<file path="config.mk">
export PLATFORM = sky130hd
export DESIGN_NAME = alu16_twoop
export DESIGN_NICKNAME = d
export VERILOG_FILES = /design/src/rtl/alu16_pkg.sv /design/src/rtl/alu16_bin_adder.sv /design/src/rtl/alu16_bcd_adder.sv /design/src/rtl/alu16_status_reg.sv /design/src/rtl/alu16_twoop.sv
export SDC_FILE = /design/constraint.sdc
export NUM_CORES = 1
export LEC_CHECK = 0
export BUFFER_PORTS_ARGS = -buffer_cell sky130_fd_sc_hd__buf_4
export CORE_MARGIN = 8
export CORE_UTILIZATION = 35
export CTS_CLUSTER_DIAMETER = 40
export DETAILED_ROUTE_END_ITERATION = 6
export SLEW_MARGIN = 20
export SYNTH_ARGS = -nofsm -noshare
export SYNTH_HDL_FRONTEND = slang
export SYNTH_HIERARCHICAL = 1
export SYNTH_SLANG_ARGS = --single-unit
export TNS_END_PERCENT = 5
</file>
<file path="constraint.sdc">
create_clock -name clk -period 11.32 [get_ports clk]
set_input_delay 0.566 -clock clk [delete_from_list [all_inputs] [get_ports clk]]
set_output_delay 0.566 -clock clk [all_outputs]
set_load 0.03 [all_outputs]
</file>
<file path="src/rtl/alu16_pkg.sv">
package alu16_pkg;
  typedef enum logic [3:0] {
    OP_MOV  = 4'd0,
    OP_ADD  = 4'd1,
    OP_ADDC = 4'd2,
    OP_SUBC = 4'd3,
    OP_SUB  = 4'd4,
    OP_CMP  = 4'd5,
    OP_DADD = 4'd6,
    OP_BIT  = 4'd7,
    OP_BIC  = 4'd8,
    OP_BIS  = 4'd9,
    OP_XOR  = 4'd10,
    OP_AND  = 4'd11
  } alu_op_e;

  typedef struct packed {
    logic v;
    logic n;
    logic z;
    logic c;
  } alu_flags_t;

  localparam int STAT_C = 0;
  localparam int STAT_Z = 1;
  localparam int STAT_N = 2;
  localparam int STAT_V = 8;
endpackage

</file>
<file path="src/rtl/alu16_bin_adder.sv">
module alu16_bin_adder #(
  parameter int W = 16
) (
  input  logic [W-1:0] a,
  input  logic [W-1:0] b,
  input  logic         cin,
  input  logic         byte_mode,
  output logic [W-1:0] sum,
  output logic         cout,
  output logic         ovf
);
  localparam int HALF = W / 2;

  logic [W:0]    full_sum;
  logic [HALF:0] low_sum;

  assign full_sum = {1'b0, a} + {1'b0, b} + {{W{1'b0}}, cin};
  assign low_sum  = {1'b0, a[HALF-1:0]} + {1'b0, b[HALF-1:0]} + {{HALF{1'b0}}, cin};

  always_comb begin
    if (byte_mode) begin
      sum  = {{(W-HALF){1'b0}}, low_sum[HALF-1:0]};
      cout = low_sum[HALF];
      ovf  = (a[HALF-1] == b[HALF-1]) && (low_sum[HALF-1] != a[HALF-1]);
    end else begin
      sum  = full_sum[W-1:0];
      cout = full_sum[W];
      ovf  = (a[W-1] == b[W-1]) && (full_sum[W-1] != a[W-1]);
    end
  end
endmodule

</file>
<file path="src/rtl/alu16_bcd_adder.sv">
module alu16_bcd_adder #(
  parameter int W = 16
) (
  input  logic [W-1:0] a,
  input  logic [W-1:0] b,
  input  logic         cin,
  input  logic         byte_mode,
  output logic [W-1:0] sum,
  output logic         cout
);
  localparam int DIGITS = W / 4;
  localparam int HALF   = W / 2;

  logic [DIGITS:0] carry;
  logic [W-1:0]    raw_sum;

  assign carry[0] = cin;

  for (genvar g = 0; g < DIGITS; g++) begin : g_digit
    logic [4:0] nib_sum;
    logic       over9;
    logic [4:0] fixed;
    assign nib_sum = {1'b0, a[4*g +: 4]} + {1'b0, b[4*g +: 4]} + {4'b0000, carry[g]};
    assign over9   = nib_sum > 5'd9;
    assign fixed   = over9 ? nib_sum + 5'd6 : nib_sum;
    assign raw_sum[4*g +: 4] = fixed[3:0];
    assign carry[g+1] = over9;
  end

  assign sum  = byte_mode ? {{(W-HALF){1'b0}}, raw_sum[HALF-1:0]} : raw_sum;
  assign cout = byte_mode ? carry[DIGITS/2] : carry[DIGITS];
endmodule

</file>
<file path="src/rtl/alu16_status_reg.sv">
module alu16_status_reg
  import alu16_pkg::*;
#(
  parameter int W = 16
) (
  input  logic         clk,
  input  logic         rst_n,
  input  logic         load,
  input  alu_flags_t   flags_in,
  output logic [W-1:0] status
);
  alu_flags_t held;

  always_ff @(posedge clk or negedge rst_n) begin
    if (!rst_n)    held <= '0;
    else if (load) held <= flags_in;
  end

  always_comb begin
    status         = '0;
    status[STAT_C] = held.c;
    status[STAT_Z] = held.z;
    status[STAT_N] = held.n;
    status[STAT_V] = held.v;
  end
endmodule

</file>
<file path="src/rtl/alu16_twoop.sv">
module alu16_twoop
  import alu16_pkg::*;
#(
  parameter int DW = 16
) (
  input  logic          clk,
  input  logic          rst_n,
  input  logic [3:0]    op_sel,
  input  logic          byte_mode,
  input  logic [DW-1:0] src,
  input  logic [DW-1:0] dst,
  input  logic          flag_upd_en,
  output logic [DW-1:0] result,
  output logic          wr_en,
  output logic [3:0]    next_flags,
  output logic [DW-1:0] status_q
);
  localparam int HALF = DW / 2;

  alu_op_e      op;
  alu_flags_t   cur, nxt;
  logic [DW-1:0] add_b, add_sum, bcd_sum;
  logic          add_cin, add_cout, add_ovf, bcd_cout;
  logic          touches;
  logic [DW-1:0] res_fit;
  logic [DW-1:0] logic_raw;

  assign op    = alu_op_e'(op_sel);
  assign cur.c = status_q[STAT_C];
  assign cur.z = status_q[STAT_Z];
  assign cur.n = status_q[STAT_N];
  assign cur.v = status_q[STAT_V];

  always_comb begin
    add_b   = src;
    add_cin = 1'b0;
    case (op)
      OP_ADDC:        add_cin = cur.c;
      OP_SUB, OP_CMP: begin add_b = ~src; add_cin = 1'b1; end
      OP_SUBC:        begin add_b = ~src; add_cin = cur.c; end
      default: ;
    endcase
  end

  alu16_bin_adder #(.W(DW)) u_bin (
    .a(dst), .b(add_b), .cin(add_cin), .byte_mode(byte_mode),
    .sum(add_sum), .cout(add_cout), .ovf(add_ovf)
  );

  alu16_bcd_adder #(.W(DW)) u_bcd (
    .a(dst), .b(src), .cin(cur.c), .byte_mode(byte_mode),
    .sum(bcd_sum), .cout(bcd_cout)
  );

  always_comb begin
    logic_raw = '0;
    case (op)
      OP_MOV:         logic_raw = src;
      OP_AND, OP_BIT: logic_raw = src & dst;
      OP_BIS:         logic_raw = src | dst;
      OP_BIC:         logic_raw = ~src & dst;
      OP_XOR:         logic_raw = src ^ dst;
      default:        logic_raw = '0;
    endcase
  end

  always_comb begin
    res_fit = '0;
    wr_en   = 1'b0;
    touches = 1'b0;
    nxt     = cur;
    case (op)
      OP_ADD, OP_ADDC, OP_SUB, OP_SUBC, OP_CMP: begin
        res_fit = add_sum;
        wr_en   = (op != OP_CMP);
        touches = 1'b1;
        nxt.c   = add_cout;
        nxt.v   = add_ovf;
      end
      OP_DADD: begin
        res_fit = bcd_sum;
        wr_en   = 1'b1;
        touches = 1'b1;
        nxt.c   = bcd_cout;
        nxt.v   = 1'b0;
      end
      OP_AND, OP_BIT, OP_XOR: begin
        res_fit = byte_mode ? {{(DW-HALF){1'b0}}, logic_raw[HALF-1:0]} : logic_raw;
        wr_en   = (op != OP_BIT);
        touches = 1'b1;
        nxt.c   = |res_fit;
        nxt.v   = 1'b0;
      end
      OP_MOV, OP_BIS, OP_BIC: begin
        res_fit = byte_mode ? {{(DW-HALF){1'b0}}, logic_raw[HALF-1:0]} : logic_raw;
        wr_en   = 1'b1;
      end
      default: ;
    endcase
    if (touches) begin
      nxt.z = (res_fit == '0);
      nxt.n = byte_mode ? res_fit[HALF-1] : res_fit[DW-1];
    end
  end

  assign result     = res_fit;
  assign next_flags = nxt;

  alu16_status_reg #(.W(DW)) u_stat (
    .clk(clk), .rst_n(rst_n), .load(flag_upd_en && touches),
    .flags_in(nxt), .status(status_q)
  );
endmodule

</file>
### After elaboration in Yosys (flattened, before gate mapping)

Index checks and enable logic that the tools add are counted.

* register bits after elaboration: 4
* input port bits: 40
* output and inout port bits: 37
* word-level logic and storage cells: 82

* $add $sub $neg: 16
* magnitude comparators: 4
* eq/ne operators: 17
* mux-type cells: 20
* bitwise operators: 5
* reductions and logical operators: 16

Operators with widths (count)
* $pmux 16 s5: 1
* $mux 16: 4
* $pmux 16 s3: 1
* $and 16x16->16: 2
* $add 4x4->5: 4
* $add 5x1->5: 4
* $gt 5x4->1 const B: 4
* $add 16x16->17: 1
* $add 17x1->17: 1
* $add 4x3->4 const B: 4
* $eq 4x3->1 const B: 4
* $eq 4x4->1 const B: 4
* $logic_not 16->1: 1
* $mux 4: 4
* $not 16->16: 1
* $or 16x16->16: 1
* $reduce_or 16->1: 1
* $xor 16x16->16: 1
* $add 8x8->9: 1
* $add 9x1->9: 1
* $reduce_or 9->1: 1
* $eq 4x2->1 const B: 2
* $ne 4x3->1 const B: 2
* $reduce_or 4->1: 2
* 13 further kinds: 26

### Logic depth before layout (Yosys ltp)

* depth in word-level cells: 14
* depth in mapped cells: 36
* gate-level depth less buffers: 36

### Hierarchy

Netlist, hierarchy kept.

By module, submodules not included
* alu16_twoop: instances 1, cells each 335, area each 2165.8 µm², sequential area each 0.0 µm²
* alu16_bcd_adder: instances 1, cells each 117, area each 972.2 µm², sequential area each 0.0 µm²
* alu16_bin_adder: instances 1, cells each 115, area each 847.1 µm², sequential area each 0.0 µm²
* alu16_status_reg: instances 1, cells each 21, area each 239.0 µm², sequential area each 100.1 µm²

### Least setup slack after synthesis

OpenSTA, ideal clock, no wires.

* path kind: in2out
* from: input dst[0]
* to: output next_flags[2]
* arrival: 8.069 ns
* required time: 10.754 ns
* setup slack: 2.685 ns
* stages: 34
* buffers on the path: 0
* cell sequence: fa_1 -> fa_1 -> xnor2_1 -> ha_1 -> a21oi_1 -> a21boi_2 -> fa_1 -> inv_1 -> fa_1 -> xnor2_1 -> ha_1 -> nand2_1 -> a21oi_1 -> a21boi_2 -> fa_1 -> inv_1 -> fa_1 -> inv_1 -> nand2_1 -> a21oi_1 -> fa_1 -> inv_1 -> fa_1 -> xnor2_1 -> ha_1 -> a22oi_4 -> o2111a_1 -> nor3_1 -> nand2_1 -> o21ai_0 -> a21oi_1 -> o22ai_1 -> mux2i_1 -> a21oi_1

* cells in the longest elaborated chain, start to end: 14
* elaborated cells between the ends (all ways): 22
* classes of those cells: add/sub (11); order compare (4); mux (7)

Ends and longest elaborated chain
* start: declaration: line alu16_twoop.sv:11 `input logic [DW-1:0] dst,`
* $add 4x4->5 *: line alu16_bcd_adder.sv:23 `assign nib_sum = {1'b0, a[4*g +: 4]} + {1'b0, b[4*g +: 4]} + {4'b0000, carry[g]};`
* $add 5x1->5 *: line alu16_bcd_adder.sv:23
* $gt 5x4->1 *: line alu16_bcd_adder.sv:24 `assign over9 = nib_sum > 5'd9;`
* $add 5x1->5 *: line alu16_bcd_adder.sv:23
* $gt 5x4->1 *: line alu16_bcd_adder.sv:24
* $add 5x1->5 *: line alu16_bcd_adder.sv:23
* $gt 5x4->1 *: line alu16_bcd_adder.sv:24
* $add 5x1->5 *: line alu16_bcd_adder.sv:23
* $add 4x3->4 or $gt 5x4->1 (tied branches): line alu16_bcd_adder.sv:25, alu16_bcd_adder.sv:24
* $mux 4 *: line alu16_bcd_adder.sv:25 `assign fixed = over9 ? nib_sum + 5'd6 : nib_sum;`
* $mux 16 *: line alu16_bcd_adder.sv:30 `assign sum = byte_mode ? {{(W-HALF){1'b0}}, raw_sum[HALF-1:0]} : raw_sum;`
* via bcd_sum[15]: line alu16_twoop.sv:22 `logic [DW-1:0] add_b, add_sum, bcd_sum;`
* $pmux 16 s3 *: line alu16_twoop.sv:72 `case (op)`
* via result[15]: line alu16_twoop.sv:13 `output logic [DW-1:0] result,`
* $mux 1 *: line alu16_twoop.sv:102 `nxt.n = byte_mode ? res_fit[HALF-1] : res_fit[DW-1];`
* $mux 2 *: line alu16_twoop.sv:100 `if (touches) begin`
* end: declaration: line alu16_twoop.sv:15 `output logic [3:0] next_flags,`

The timed path passes the listed nets; every way through them passes the cells marked *.

### Final worst setup path

* from: input dst[0]
* to: output next_flags[1]

* cells in the longest elaborated chain, start to end: 14
* elaborated cells between the ends (all ways): 32
* classes of those cells: add/sub (13); order compare (4); mux (10); bitwise (4); reduce/logical (1)

Ends and longest elaborated chain
* $add 4x4->5 *: line alu16_bcd_adder.sv:23
* $add 5x1->5 *: line alu16_bcd_adder.sv:23
* $gt 5x4->1 *: line alu16_bcd_adder.sv:24
* $add 5x1->5 *: line alu16_bcd_adder.sv:23
* $gt 5x4->1 *: line alu16_bcd_adder.sv:24
* $add 5x1->5 *: line alu16_bcd_adder.sv:23
* $gt 5x4->1 *: line alu16_bcd_adder.sv:24
* $add 5x1->5 *: line alu16_bcd_adder.sv:23
* $add 4x3->4 or $gt 5x4->1 (tied branches): line alu16_bcd_adder.sv:25, alu16_bcd_adder.sv:24
* $mux 4 *: line alu16_bcd_adder.sv:25
* $mux 16 *: line alu16_bcd_adder.sv:30
* via bcd_sum[14]: line alu16_twoop.sv:22
* $pmux 16 s3 *: line alu16_twoop.sv:72
* $logic_not 16->1 *: line alu16_twoop.sv:101 `nxt.z = (res_fit == '0);`
* $mux 2 *: line alu16_twoop.sv:100

Marks and branches as above.

==> reports/metrics.cfg <==
[worst_setup_path]
worstSetupPathType = in -> out
start_kind = primary input
cpMostUsedCell = fa_1
slowest_delay_ps = 560
endpoint_kind = primary output
cp.arrival_ps = 9140
critPathMaxFanout = 4
slowest_stage = or4b_1
cp.required_ps = 10750

[cells_and_area]
layout_common_cells = 68 x buf_4, 63 x inv_1, 49 x ha_1
largest_reg_flops = 4
n_fill_cell = 1262
final_area_mm2 = 0.004738
drive_above_1_share_pct = 17.15
antennaDiodeCount = 0
final_common_cell = buf_4
fin_util_pct = 39.78
syn2layout_area_growth_pct = 12.17
layout.nets = 725

[sta]
clock_skew_ps = 2.332
tightest_slew_ps = 1007
fin_crit_sh_pct = 85.71
setup_violations = 0
hold_viol = 0
finalMaxSlewViolations = 0
grt_setup_unrepaired = no
maxSlewHeadroom_pct = 32.76
setup-tns-final_ps = 0
min_period_ps = 9702
fmax_mhz = 103.1
hold-worst-slack_ps = 133.7

[floorplan]
io_pins = 77
die_area_mm2 = 0.01584
core-area_mm2 = 0.01191
start_util_pct = 35.46
rows = 40
die_h_um = 125.9
die-width_um = 125.9

[global_route]
overflow = 0
grt_antenna_before_repair = 0
grt_usage_pct = 18.82
grt_pass1_wl_um = 24520
grt_pass1_vias = 4637
grt_max_degree = 55

[pwr]
power-per-cell-area_mw_per_mm2 = 103.4
leakagePower_nw = 2.174
irDropWorstVdd_mv = 0.1155

[logic_synthesis]
synth.distinct_cells = 84
ys_ff_latch = 4
synthFlopType = dfrtp_1
yosysSeqAreaShare_pct = 2.370
synth_area_mm2 = 0.004224
synthArstFlopShare_pct = 100.0
synth_edf_count = 0
syn_inst = 588
ys_warn_count = 6
synth_area_per_cell_um2 = 7.184

[routing]
vias_per_cell = 6.065
dr.pass1.iters = 7
wl_met3_um = 1204
drc = 0
drt_iter0_markers = 505
route.met2.wl_um = 7471
vias = 4676
postRouteAntennaNets = 0
wl_met1_um = 6705
routedWlPerCell_um = 20.32
wirelength_um = 15660
routed.top_layer = met4

[clock_tree]
clockBufferDepth = 2
postCtsHoldBufs = 0
clkLatencyLatePin_ps = 220
clockRootBuffer = clkbuf_16
numCtsBuffers = 3
htreeDepth = 1
cts_setup_buffers = 0
cts_resized = 0
cts_tree = built
clock_sinks = 4
clk_pin_slew_ps = 30

[outcome]
status = finished clean

[place]
hpwlAfterDp_um = 11920
io_buffers = 64
place.gp.congestion = 0.9407
dpl-instance-area_mm2 = 0.004663

[flow_run]
maxCapViolations = 0

[worst_hold_path]
worstHoldPathType = in -> async

[cell families after synthesis]
group,after synthesis,synth area share [%]
other cells,1,0.08878
fa+ha+maj,59,19.25
mux,10,2.547
xor+xnor,41,8.679
buf+inv,110,12.94
flops,4,2.370
simple gates,156,19.31
compound gates,207,34.80
[cell usage after synthesis (6+ instances only)]
| cell | n | area share (%) |
|---|---|---|
| a21o_1 | 14 | 2.5 |
| o21ai_0 | 36 | 4.3 |
| buf_6 | 7 | 1.9 |
| nor2b_1 | 7 | 1.0 |
| clkbuf_1 | 11 | 0.98 |
| xor2_1 | 7 | 1.5 |
| nand2b_1 | 6 | 0.89 |
| inv_1 | 63 | 5.6 |
| and3_1 | 8 | 1.2 |
| fa_1 | 10 | 4.7 |
| o2bb2ai_1 | 7 | 1.5 |
| a21oi_1 | 48 | 5.7 |
| nor2_1 | 35 | 3.1 |
| ha_1 | 49 | 15 |
| mux2_2 | 6 | 1.6 |
| a22o_1 | 8 | 1.7 |
| a22oi_1 | 6 | 1.1 |
| a211oi_1 | 7 | 1.2 |
| o22ai_1 | 7 | 1.0 |
| xnor2_1 | 33 | 6.8 |
| nor3_1 | 16 | 1.9 |
| o21ai_1 | 6 | 0.71 |
| a31oi_1 | 12 | 1.8 |
| nand3_1 | 18 | 2.1 |
| buf_4 | 19 | 3.4 |
| nand2_1 | 35 | 3.1 |
| buf_2 | 8 | 0.95 |
[path summary, 6_finish.rpt]
check	start	endpoint	slack, ps	cells after the start
worst max-delay path	dst[0]	next_flags[1]	1620	34
worst min-delay path	rst_n	u_stat/status[0]$_DFFE_PN0P_	130	1
worst max register to register	u_stat/status[0]$_DFFE_PN0P_	u_stat/status[1]$_DFFE_PN0P_	2410	33
worst min register to register	u_stat/status[2]$_DFFE_PN0P_	u_stat/status[2]$_DFFE_PN0P_	550	1
max in group asynchronous	rst_n	u_stat/status[1]$_DFFE_PN0P_	11080	1
min in group clk	u_stat/status[2]$_DFFE_PN0P_	u_stat/status[2]$_DFFE_PN0P_	550	1
[area by class of cell]
type | count | area [um^2] | area share [%]
repair buffers | 68 | 510.5 | 10.77
well taps | 147 | 183.9 | 3.882
inverters | 64 | 240.2 | 5.070
multi-input cells | 485 | 3628 | 76.58
flip-flops and latches | 4 | 100.1 | 2.112
clock buffers | 3 | 75.07 | 1.584
[worst max-delay path: cells and delay by family]
kind,cells,cell delay [ps]
and+or+nand+nor,2,720
buffers and inverters,5,510
xor gates and xnor gates,4,1310
AOI/OAI and AO/OA,12,2410
adders and majority gates,11,3630
[metal layers]
| metal | vias up | global-route usage, % |
|---|---|---|
| li1 | 2190 | - |
| met4 | 0 | 4.883 |
| met2 | 237 | 32.17 |
| met3 | 20 | 2.025 |
| met5 | - | 0 |
| met1 | 2229 | 24.59 |
[metrics by stage]
step,cells,worst slack (ps),power (mW)
after floorplan,599,2685,0.3194
after global placement,768,2133,0.4164
after detailed placement,768,1802,0.4252
after CTS,771,1773,0.4835
after global routing,771,1159,0.5241
final,771,1618,0.4899
[where the power goes]
| group | switching [mW] | internal [mW] | leakage (nW) | total (mW) |
|---|---|---|---|---|
| Sequential | 0.00592 | 0.0188 | 0.0493 | 0.0248 |
| Clock | 0.00978 | 0.0451 | 0.0370 | 0.0549 |
| Combinational | 0.249 | 0.161 | 2.09 | 0.410 |
| Total | 0.265 | 0.225 | 2.17 | 0.490 |
Power figures use the tool's default switching activity.
